$ cat config.mk
export PLATFORM = sky130hd
export DESIGN_NAME = osc_stab_timer
export DESIGN_NICKNAME = d
export VERILOG_FILES = /design/src/rtl/osc_stab_pkg.sv /design/src/rtl/osc_qual_counter.sv /design/src/rtl/osc_level_flags.sv /design/src/rtl/osc_stab_timer.sv
export SDC_FILE = /design/constraint.sdc
export NUM_CORES = 1
export LEC_CHECK = 0
export ABC_AREA = 1
export BUFFER_PORTS_ARGS = -buffer_cell sky130_fd_sc_hd__buf_2
export CAP_MARGIN = 0
export CORE_MARGIN = 8
export CORE_UTILIZATION = 58
export CTS_CLUSTER_DIAMETER = 100
export DETAILED_ROUTE_END_ITERATION = 12
export GPL_TIMING_DRIVEN = 0
export PLACE_DENSITY = 0.85
export SYNTH_ARGS = -nofsm -noshare
export SYNTH_HDL_FRONTEND = slang
export SYNTH_SLANG_ARGS = --single-unit
$ cat constraint.sdc
create_clock -name clk -period 2.8 [get_ports clk]
set_clock_uncertainty 0.1 [all_clocks]
set_input_delay 0.14 -clock clk [delete_from_list [all_inputs] [get_ports clk]]
set_output_delay 0.14 -clock clk [all_outputs]
set_load 0.01 [all_outputs]
$ cat src/rtl/osc_stab_pkg.sv
// Shared constants and types for the oscillator settle timer.
// Assumes: exactly eight thresholds, exponent table strictly ascending.
package osc_stab_pkg;
    localparam int unsigned LEVELS = 8;
    localparam int unsigned SEL_W  = $clog2(LEVELS);
    typedef int unsigned exp_tbl_t [LEVELS];
    localparam exp_tbl_t DEF_EXP = '{8, 9, 10, 11, 13, 15, 17, 18};
    typedef logic [SEL_W-1:0]  sel_t;
    typedef logic [LEVELS-1:0] level_vec_t;
endpackage

$ cat src/rtl/osc_qual_counter.sv
// Saturating up-counter of qualified oscillator cycles.
// Assumes: clr has priority; adv_en already includes freeze and qualifier.
// Exposes the next-state value so flag logic updates in the same edge.
module osc_qual_counter #(
    parameter int unsigned CNT_W = 19
) (
    input  logic             clk,
    input  logic             rst_n,
    input  logic             clr,
    input  logic             adv_en,
    output logic [CNT_W-1:0] cnt_nxt
);
    localparam logic [CNT_W-1:0] SAT = '1;

    logic [CNT_W-1:0] cnt_q;

    // Next count: clear, advance unless saturated, or hold.
    always_comb begin
        if (clr)
            cnt_nxt = '0;
        else if (adv_en && (cnt_q != SAT))
            cnt_nxt = cnt_q + 1'b1;
        else
            cnt_nxt = cnt_q;
    end

    // Count register with synchronous reset.
    always_ff @(posedge clk) begin
        if (!rst_n)
            cnt_q <= '0;
        else
            cnt_q <= cnt_nxt;
    end
endmodule

$ cat src/rtl/osc_level_flags.sv
// Compares the next count against each power-of-two threshold and keeps
// sticky flags: the thermometer status word and the stable flag.
// Assumes: STEP_EXP ascending, each exponent below CNT_W.
module osc_level_flags
    import osc_stab_pkg::*;
#(
    parameter exp_tbl_t    STEP_EXP = DEF_EXP,
    parameter int unsigned CNT_W    = 19
) (
    input  logic             clk,
    input  logic             rst_n,
    input  logic             clr,
    input  logic [CNT_W-1:0] cnt_nxt,
    input  sel_t             sel,
    output level_vec_t       status,
    output logic             stable
);
    level_vec_t reach;

    // One comparator per threshold; select code k drives status bit 7-k.
    for (genvar k = 0; k < LEVELS; k++) begin : g_lvl
        localparam logic [CNT_W-1:0] LIM = CNT_W'(1) << STEP_EXP[k];
        assign reach[k] = (cnt_nxt >= LIM);
    end

    // Sticky status bits, cleared on restart.
    always_ff @(posedge clk) begin
        if (!rst_n || clr) begin
            status <= '0;
        end else begin
            for (int k = 0; k < LEVELS; k++)
                status[LEVELS-1-k] <= status[LEVELS-1-k] | reach[k];
        end
    end

    // Stable flag: sets when the selected threshold is met, holds until restart.
    always_ff @(posedge clk) begin
        if (!rst_n || clr)
            stable <= 1'b0;
        else
            stable <= stable | reach[sel];
    end
endmodule

$ cat src/rtl/osc_stab_timer.sv
// Top of the oscillator settle timer. Counts cycles qualified by osc_ok
// from a restart, reports elapsed power-of-two thresholds as a sticky
// thermometer word, and freezes once the selected settle time is reached.
// Assumes: clk is the oscillator clock; restart is a one-cycle pulse.
module osc_stab_timer
    import osc_stab_pkg::*;
#(
    parameter exp_tbl_t STEP_EXP = DEF_EXP
) (
    input  logic       clk,
    input  logic       rst_n,
    input  logic       restart,
    input  logic       osc_ok,
    input  logic [2:0] sel,
    output logic [7:0] status,
    output logic       stable
);
    localparam int unsigned CNT_W = STEP_EXP[LEVELS-1] + 1;

    logic [CNT_W-1:0] cnt_nxt;
    logic             adv_en;

    // Advance only on qualified cycles while the settle time is still open.
    assign adv_en = osc_ok & ~stable;

    osc_qual_counter #(.CNT_W(CNT_W)) u_cnt (
        .clk     (clk),
        .rst_n   (rst_n),
        .clr     (restart),
        .adv_en  (adv_en),
        .cnt_nxt (cnt_nxt)
    );

    osc_level_flags #(.STEP_EXP(STEP_EXP), .CNT_W(CNT_W)) u_flags (
        .clk     (clk),
        .rst_n   (rst_n),
        .clr     (restart),
        .cnt_nxt (cnt_nxt),
        .sel     (sel),
        .status  (status),
        .stable  (stable)
    );
endmodule

# Word-level counts from Yosys, hierarchy flattened
# Cells that the tools add are included.
totals:
  reg_bits: 28
  inputBits: 7
  output_inout_bits: 9
  word_cells: 32
classes:
  addsub: 1
  magnitude_cmp: 9
  eq_ne: 1
  n_mux: 4
  n_bitwise: 11
  n_reduce_logical: 3
ops:
  columns: ["cell", "count"]
  rows:
  - ["$mux W19", 2]
  - ["$add A19 B1 Y19 const B", 1]
  - ["$ge A19 B10 Y1 const B", 1]
  - ["$ge A19 B11 Y1 const B", 1]
  - ["$ge A19 B12 Y1 const B", 1]
  - ["$ge A19 B14 Y1 const B", 1]
  - ["$ge A19 B16 Y1 const B", 1]
  - ["$ge A19 B18 Y1 const B", 1]
  - ["$ge A19 B19 Y1 const B", 1]
  - ["$ge A19 B9 Y1 const B", 1]
  - ["$ne A19 B19 Y1 const B", 1]
  - ["$or A1 B1 Y1", 9]
  - ["$lt A3 B4 Y1 const B", 1]
  - ["$bmux W1 S3", 1]
  - ["$and A1 B1 Y1", 1]
  - ["$logic_and A1 B1 Y1", 1]
  - ["$logic_not A1 Y1", 1]
  - ["$logic_or A1 B1 Y1", 1]
  - ["$mux W1", 1]
  - ["$not A1 Y1", 1]

# Longest topological paths before layout
# Gate-level depths: netlist of the first run.
depth:
  word_depth: 9
  ltp_mapped: 15
  ltp_nobuf: 14

# Cells and area by module
# A second synthesis of the first run with hierarchy kept.
unflattened:
  hier_cells: 295
  hier_area_um2: 1779.2
modules_own_cells:
  columns: ["module", "n_inst", "cells_per_inst", "area_each_um2"]
  rows:
  - ["osc_qual_counter", 1, 234, 1358.8]
  - ["osc_level_flags", 1, 59, 410.4]
  - ["osc_stab_timer", 1, 2, 10.0]

# Least setup slack after synthesis of the first run
# OpenSTA, ideal clock, no wires.
synth_path:
  kind: "register to register"
  start: "reg u_cnt.cnt_q[0]"
  end: "reg u_flags.stable"
  arrival_time_ps: 1775
  t_required_ps: 2583
  setup_slack_ps: 807
  path_stages_with_launch: 15
  path_buffers: 1
  synth_period_minus_slack_ps: 1993
  cell_sequence: "dfxtp_1 -> ha_1 -> nand2_2 -> nor2_4 -> nand3_2 -> nor2_2 -> nor2_2 -> buf_6 -> nand3_2 -> nand3_2 -> nand2_4 -> nor2_8 -> o211ai_2 -> a21oi_2 -> a21oi_2"
synth_between:
  elab_chain_len: 8
synth_rtl:
  columns: ["item", "line", "rtl"]
  rows:
  - ["start, declared", "osc_qual_counter.sv:15", "logic [CNT_W-1:0] cnt_q;"]
  - ["start signal, assigned", "osc_qual_counter.sv:32", "cnt_q <= cnt_nxt;"]
  - ["branches (longest 2 deep; another with $add A19 B1 Y19)", null, null]
  - ["$mux W19 (*)", "osc_qual_counter.sv:21", "else if (adv_en && (cnt_q != SAT))"]
  - ["$mux W19 (*)", "osc_qual_counter.sv:19", "if (clr)"]
  - ["$ge A19 B9 Y1 (tied with other cells)", "osc_level_flags.sv:23", "assign reach[k] = (cnt_nxt >= LIM);"]
  - ["$bmux W1 S3 (*)", "osc_level_flags.sv:41", "stable <= stable | reach[sel];"]
  - ["$mux W1 (not written as such) (*)", "osc_level_flags.sv:41", null]
  - ["$or A1 B1 Y1 (*)", "osc_level_flags.sv:41", null]
  - ["end signal, assigned", "osc_level_flags.sv:41", null]
  - ["end, declared", "osc_level_flags.sv:16", "output logic stable"]
# Every way passes the cells marked *. The select of a mux whose other input is x is not followed.
# A chain may end at the register's enable or synchronous reset.

# Final worst setup path of the first run
layout_path:
  start: "reg u_cnt.cnt_q[1]"
  end: "reg u_flags.stable"
# Same word-level chain as after synthesis.

==> results of run 1 <==
worst register-to-register path: stages (launching register included):
cell     delay, ns
dfxtp_1       0.41
ha_1          0.22
nand2_2       0.09
nor2_4        0.15
nand2_2       0.12
nor2_4        0.15
nand2_2       0.13
nand2_1       0.09
nand2_1       0.05
nand3_1       0.08
nand2_1       0.13
nor2_4        0.16
nand4_1       0.12
nand3_1       0.11
a21oi_2       0.05
power by group:
| part | switching [mW] | internal, mW | leakage (nW) |
|---|---|---|---|
| Clock | 0.119 | 0.0504 | 0.0138 |
| Sequential | 0.00422 | 0.404 | 0.226 |
| Combinational | 0.0444 | 0.0226 | 0.564 |
cells in the mapped netlist, types with 5 or more instances:
| library cell | n | area, um2 |
|---|---|---|
| nor2_4 | 6 | 67.56 |
| a21oi_1 | 6 | 30.03 |
| nand3_2 | 5 | 50.05 |
| nor2_2 | 5 | 31.28 |
| nand2_2 | 6 | 37.54 |
| o21ai_0 | 9 | 45.04 |
| nand3_1 | 21 | 105.1 |
| nand2_1 | 57 | 214.0 |
| inv_1 | 31 | 116.4 |
| o21ai_1 | 5 | 25.02 |
| nor3_1 | 5 | 25.02 |
| dfxtp_1 | 28 | 560.5 |
| nor2_1 | 32 | 120.1 |
path summary, 6_finish.rpt:
path,slack (ns),to
worst min register to register,0.37,u_flags.status[2]
worst min-delay path,0.008,u_flags.stable
worst max register to register,0.54,u_flags.stable
worst max-delay path,0.54,u_flags.stable
state kept, by name, summed over array words and instances, names as in the netlist:
name            count
u_flags.status      8
u_flags.stable      1
u_cnt.cnt_q        19
metal layers:
layer  vias up  share of wire  track usage
li1        825              -            -
met1       711           0.48       0.1887
met2        32           0.48       0.2660
met3         4          0.035      0.02825
met4         0         0.0084      0.03348
met5         -              0            0
cells by family (layout without fill, tap and decap cells):
kind of cell / after synthesis / after routing
AOI/OAI and AO/OA: 30 / 30
xor gates and xnor gates: 3 / 3
buffers and inverters: 38 / 56
adders and majority gates: 1 / 1
DFF: 28 / 28
and+or+nand+nor: 147 / 147
stage by stage:
| step | hold slack, ns | power [mW] | cell area [um2] | util | worst slack [ns] |
|---|---|---|---|---|---|
| after floorplan | 0.1992 | 0.4619 | 1693 | - | 0.8073 |
| after global placement | 0.3351 | 0.4815 | 1807 | 0.6552 | 0.5835 |
| after detailed placement | 0.3404 | 0.4830 | 1807 | 0.6552 | 0.5782 |
| after CTS | 0.002417 | 0.6484 | 1829 | 0.6633 | 0.5497 |
| after global routing | 0.01431 | 0.6660 | 1829 | 0.6633 | 0.3225 |
| final | 0.008317 | 0.6438 | 1829 | 0.6633 | 0.5384 |
layout make-up:
cell class	count	share of cell area
multi-input combinational	181	0.5369
sequential	28	0.3064
inverter	35	0.07182
timing repair buffer	15	0.04104
tap	31	0.02120
clock buffer	3	0.01231
buffer	3	0.01026
==> run metrics, run 1 <==
maximum clock frequency 442.2 MHz; setup TNS after final layout 0 ns; logic depth of the worst register-to-register path 14; weighted congestion at the end of routability-driven global placement 0.9570; Worst R2R Start u_cnt.cnt_q[1]; post-CTS setup buffers 0; startpoint of the worst setup timing path u_cnt.cnt_q[1]; number of antenna violations at the first check in global routing 0; highest-count cells in the layout ignoring fill and taps nand2_1 (57), nor2_1 (32), inv_1 (31); worst min-delay path class input port to flop; number of I/O port buffers 15; pin count of the biggest net entering global routing 15; count of endpoints failing setup in the final report 0; via count of the routed design 1572; number of placed instances with taps included 293; HPWL Detailed 2894 um; cell-by-cell trace of the critical path ha_1, nand2_2, nor2_4, nand2_2, nor2_4, nand2_2, nand2_1, nand2_1, nand3_1, nand2_1, nor2_4, nand4_1, nand3_1, a21oi_2; data required time of the critical path 2.93 ns; post-synth cell types 31; Die Area 4904 um2; Clock Sinks 28; first-pass GRT wire length 6527 um; Min-Delay Startpoint sel[2]; die extent in y 70.03 um; post-cts resize count 0; simple-gate share of the synthesized area 0.4420; kind of cell adding the most delay to the critical path simple AND/OR/NAND/NOR gates; count of maximum capacitance violations 0; post-layout minimum cycle time 2.262 ns; portion of the post-synthesis area used by sequential elements 0.3311; Synth Area in Adders 0.007391; CTS buffer count 3; num ports 16; CP Launch Type flop; Mapped Nets 255; xor/xnor share of the synthesized area 0.01552; Die Wd 70.03 um; Multi-input gate area 982.2 um2; register clock-pin slew on the reported worst setup and hold paths 0.16 ns; Clk Tree Root Cell clkbuf_4; Synth Instances 247; peak fanout along the critical path 9; Mapped Area 1693 um2; setup repair after global routing missed its margin false; leakage power total 0.8040 nW; multiplexer area fraction after synthesis 0; Worst EP arrival 2.39 ns; Most used DFF post-synth dfxtp_1; tightest slew margin relative to the limit 0.6916; post-synthesis compound-gate area fraction 0.1153; total grt overflow 0; post-layout instance count excluding filler cells 296; number of standard-cell rows in the floorplan 19; H-tree levels 1; share of post-route cells with drive strength above 1 0.2038; worst-case vdd ir drop 0.5693 mV; period utilization 0.8077; worst path bufs/invs 0; CTS tree done; vias per cell 5.311; via count of the first global-routing pass 1491; status complete, no violations; number of nets in the final layout 275; worst-skew pair later-pin latency 0.32 ns; drt wl/cell 12.43 um; transition at the pin with the smallest max-transition slack 0.4627 ns; Hold-fix buffers, CTS 0; Largest stage delay, worst path 0.41 ns; leading cell type in the layout, fill and taps excluded nand2_1; number of flip-flops and latches in the synthesized netlist 28; Register Area 560.5 um2; WL final 3679 um; residual DRC count 0; total power density per cell area 351.9 nW/um2; per-instance average area after synthesis 6.854 um2; cell with the largest stage delay on the worst path dfxtp_1; Setup CP Type flop to flop; number of enable flip-flop cells after synthesis 0; category of the worst setup path capture point flop; Detailed Route Iter0 Violations 89; gr usage total 0.1530; fraction of registers with async set/reset 0; main combinational cell family by area after synthesis simple AND/OR/NAND/NOR gates; number of synthesis warnings 0; worst hold path stage count 4; critical path depth 14; first drt pass iteration count 4; number of antenna cells inserted 0; number of fill cells 244; worst-case clock buffer depth 2; area of the core region 2758 um2; hold violation count in the final report 0; count of final max-slew check failures 0; area added between synthesis and finish 8.056%; Final ANT Viol Nets 0; initial cell density of the core 0.6139
Power figures use the tool's default switching activity.
==> inputs of run 2 (changes only) <==
==> constraint.sdc (replaced) <==
create_clock -name clk -period 2.2 [get_ports clk]
set_clock_uncertainty 0.1 [all_clocks]
set_input_delay 0.11 -clock clk [delete_from_list [all_inputs] [get_ports clk]]
set_output_delay 0.11 -clock clk [all_outputs]
set_load 0.01 [all_outputs]
==> run metrics, run 2 (synthesis results as in run 1) <==
status complete, no violations; HPWL Detailed 2894 um; leakage power total 0.8809 nW; largest reg by FF count u_cnt.cnt_q; cell with the largest stage delay on the worst path dfxtp_2; switch share 0.2687; first drt pass iteration count 4; CTS buffer count 3; CP Launch Type flop; highest-count cells in the layout ignoring fill and taps nand2_1 (54), inv_1 (31), nor2_1 (30); worst-case vdd ir drop 0.6684 mV; die extent in y 70.03 um; leading cell type in the layout, fill and taps excluded nand2_1; total power density per cell area 423.2 nW/um2; Worst EP arrival 2.34 ns; Clk Tree Root Cell clkbuf_4; Comb power frac 0.113; number of placed instances with taps included 293; post-layout instance count excluding filler cells 305; sum of internal, switching and leakage power 0.8377 mW; internal power summed over all cells 0.6126 mW; Die Area 4904 um2; area of the core region 2758 um2; number of I/O port buffers 15; peak fanout along the critical path 9; Clock Sinks 28; gr usage total 0.1547; H-tree levels 1; category of the worst setup path capture point flop; number of standard-cell rows in the floorplan 19; switching power summed over all nets 0.2251 mW; startpoint of the worst setup timing path u_cnt.cnt_q[1]; Register Area 566.8 um2; tightest slew margin relative to the limit 0.6684; cell-by-cell trace of the critical path ha_4, nand2_2, nor2_4, nand2_4, nor2_4, buf_4, nand3_2, nand3_2, nand2_4, nor2_8, o211ai_2, a21oi_2, a21oi_2; setup repair after global routing missed its margin true; Detailed Route Iter0 Violations 66; hold slack final 0.02531 ns; via count of the first global-routing pass 1526; worst min-delay path class input port to flop; WL final 4051 um; residual DRC count 0; clock share of power 0.267; hold violation count in the final report 0; first-pass GRT wire length 6610 um; fraction of the core area covered by cells at the end of the flow 0.7178; total grt overflow 0; period utilization 0.9978; count of maximum capacitance violations 0; drt wl/cell 13.28 um; Setup CP Type flop to flop; via count of the routed design 1652; pin count of the biggest net entering global routing 15; worst-skew pair later-pin latency 0.34 ns; count of final max-slew check failures 0; Multi-input gate area 1054 um2; maximum clock frequency 455.5 MHz; initial cell density of the core 0.6139; num ports 16; number of nets in the final layout 284; share of post-route cells with drive strength above 1 0.2664; register clock-pin slew on the reported worst setup and hold paths 0.16 ns; DP Area 1807 um2; registers with the highest flip-flop counts u_cnt.cnt_q x19, u_flags.status x8, u_flags.stable x1; number of antenna violations at the first check in global routing 0; number of antenna cells inserted 0; data required time of the critical path 2.34 ns; CTS tree done; Largest stage delay, worst path 0.41 ns; Largest register FFs 19; vias per cell 5.416; area added between synthesis and finish 16.93%; Worst R2R Start u_cnt.cnt_q[1]; weighted congestion at the end of routability-driven global placement 0.9570; count of endpoints failing setup in the final report 0; power share of the sequential group 0.620; transition at the pin with the smallest max-transition slack 0.4974 ns; Final ANT Viol Nets 0; post-route cell area 1979 um2; post-layout minimum cycle time 2.195 ns; Die Wd 70.03 um; number of fill cells 210; Min-Delay Startpoint rst_n; worst-case clock buffer depth 2
[run 2: repair_timing]
item | in CTS | in global routing
hold endpoints to repair | 2 | 0
pin swaps | 2 | 9
cloned | 0 | 0
endpoints found under the setup margin | 4 | 6
hold buffers | 2 | 0
gates resized for setup | 5 | 16
setup buffers | 0 | 7
[run 2: path summary, 6_finish.rpt]
kind | end | slack [ns] | cells past startpoint
setup / recovery | u_flags.stable | 0.005 | 13
hold / removal | u_cnt.cnt_q[0] | 0.03 | 3
setup reg to reg | u_flags.stable | 0.005 | 13
hold reg to reg | u_flags.status[2] | 0.37 | 2
[run 2: layout make-up]
cell class | instances | area share
buffer | 3 | 0.009482
sequential | 28 | 0.2863
multi-input combinational | 181 | 0.5322
inverter | 35 | 0.06637
timing repair buffer | 24 | 0.07459
clock buffer | 3 | 0.01138
tap | 31 | 0.01960
[run 2: power groups by stage]
stage	sequential [mW]	clock, mW	combinational (mW)
CTS	0.519	0.220	0.0891
global route	0.521	0.239	0.103
floorplan	0.531	0	0.0568
global placement	0.530	0	0.0832
finish	0.520	0.224	0.0945
detailed placement	0.530	0	0.0849
[run 2: metal layers]
layer  GRT usage  part of all wire  routed length, um
met3     0.03390             0.075                305
met4     0.04464             0.011                 46
met1      0.1871              0.43               1755
met5           0                 0                  0
met2      0.2650              0.48               1944
[run 2: through the flow]
stage / setup TNS [ns] / setup WS, ns
finish: 0 / 0.004755
detailed placement: -0.02751 / -0.02180
global placement: -0.02113 / -0.01649
CTS: 0 / 0.02079
floorplan: 0 / 0.2073
global route: -0.3011 / -0.09813
[run 2: worst max-delay path, delay by kind of cell, from the launching register on]
family,cells,cell delay (ns)
AOI/OAI and AO/OA,3,0.33
adders and majority gates,1,0.16
buffers and inverters,1,0.13
DFF,1,0.41
and+or+nand+nor,8,0.95
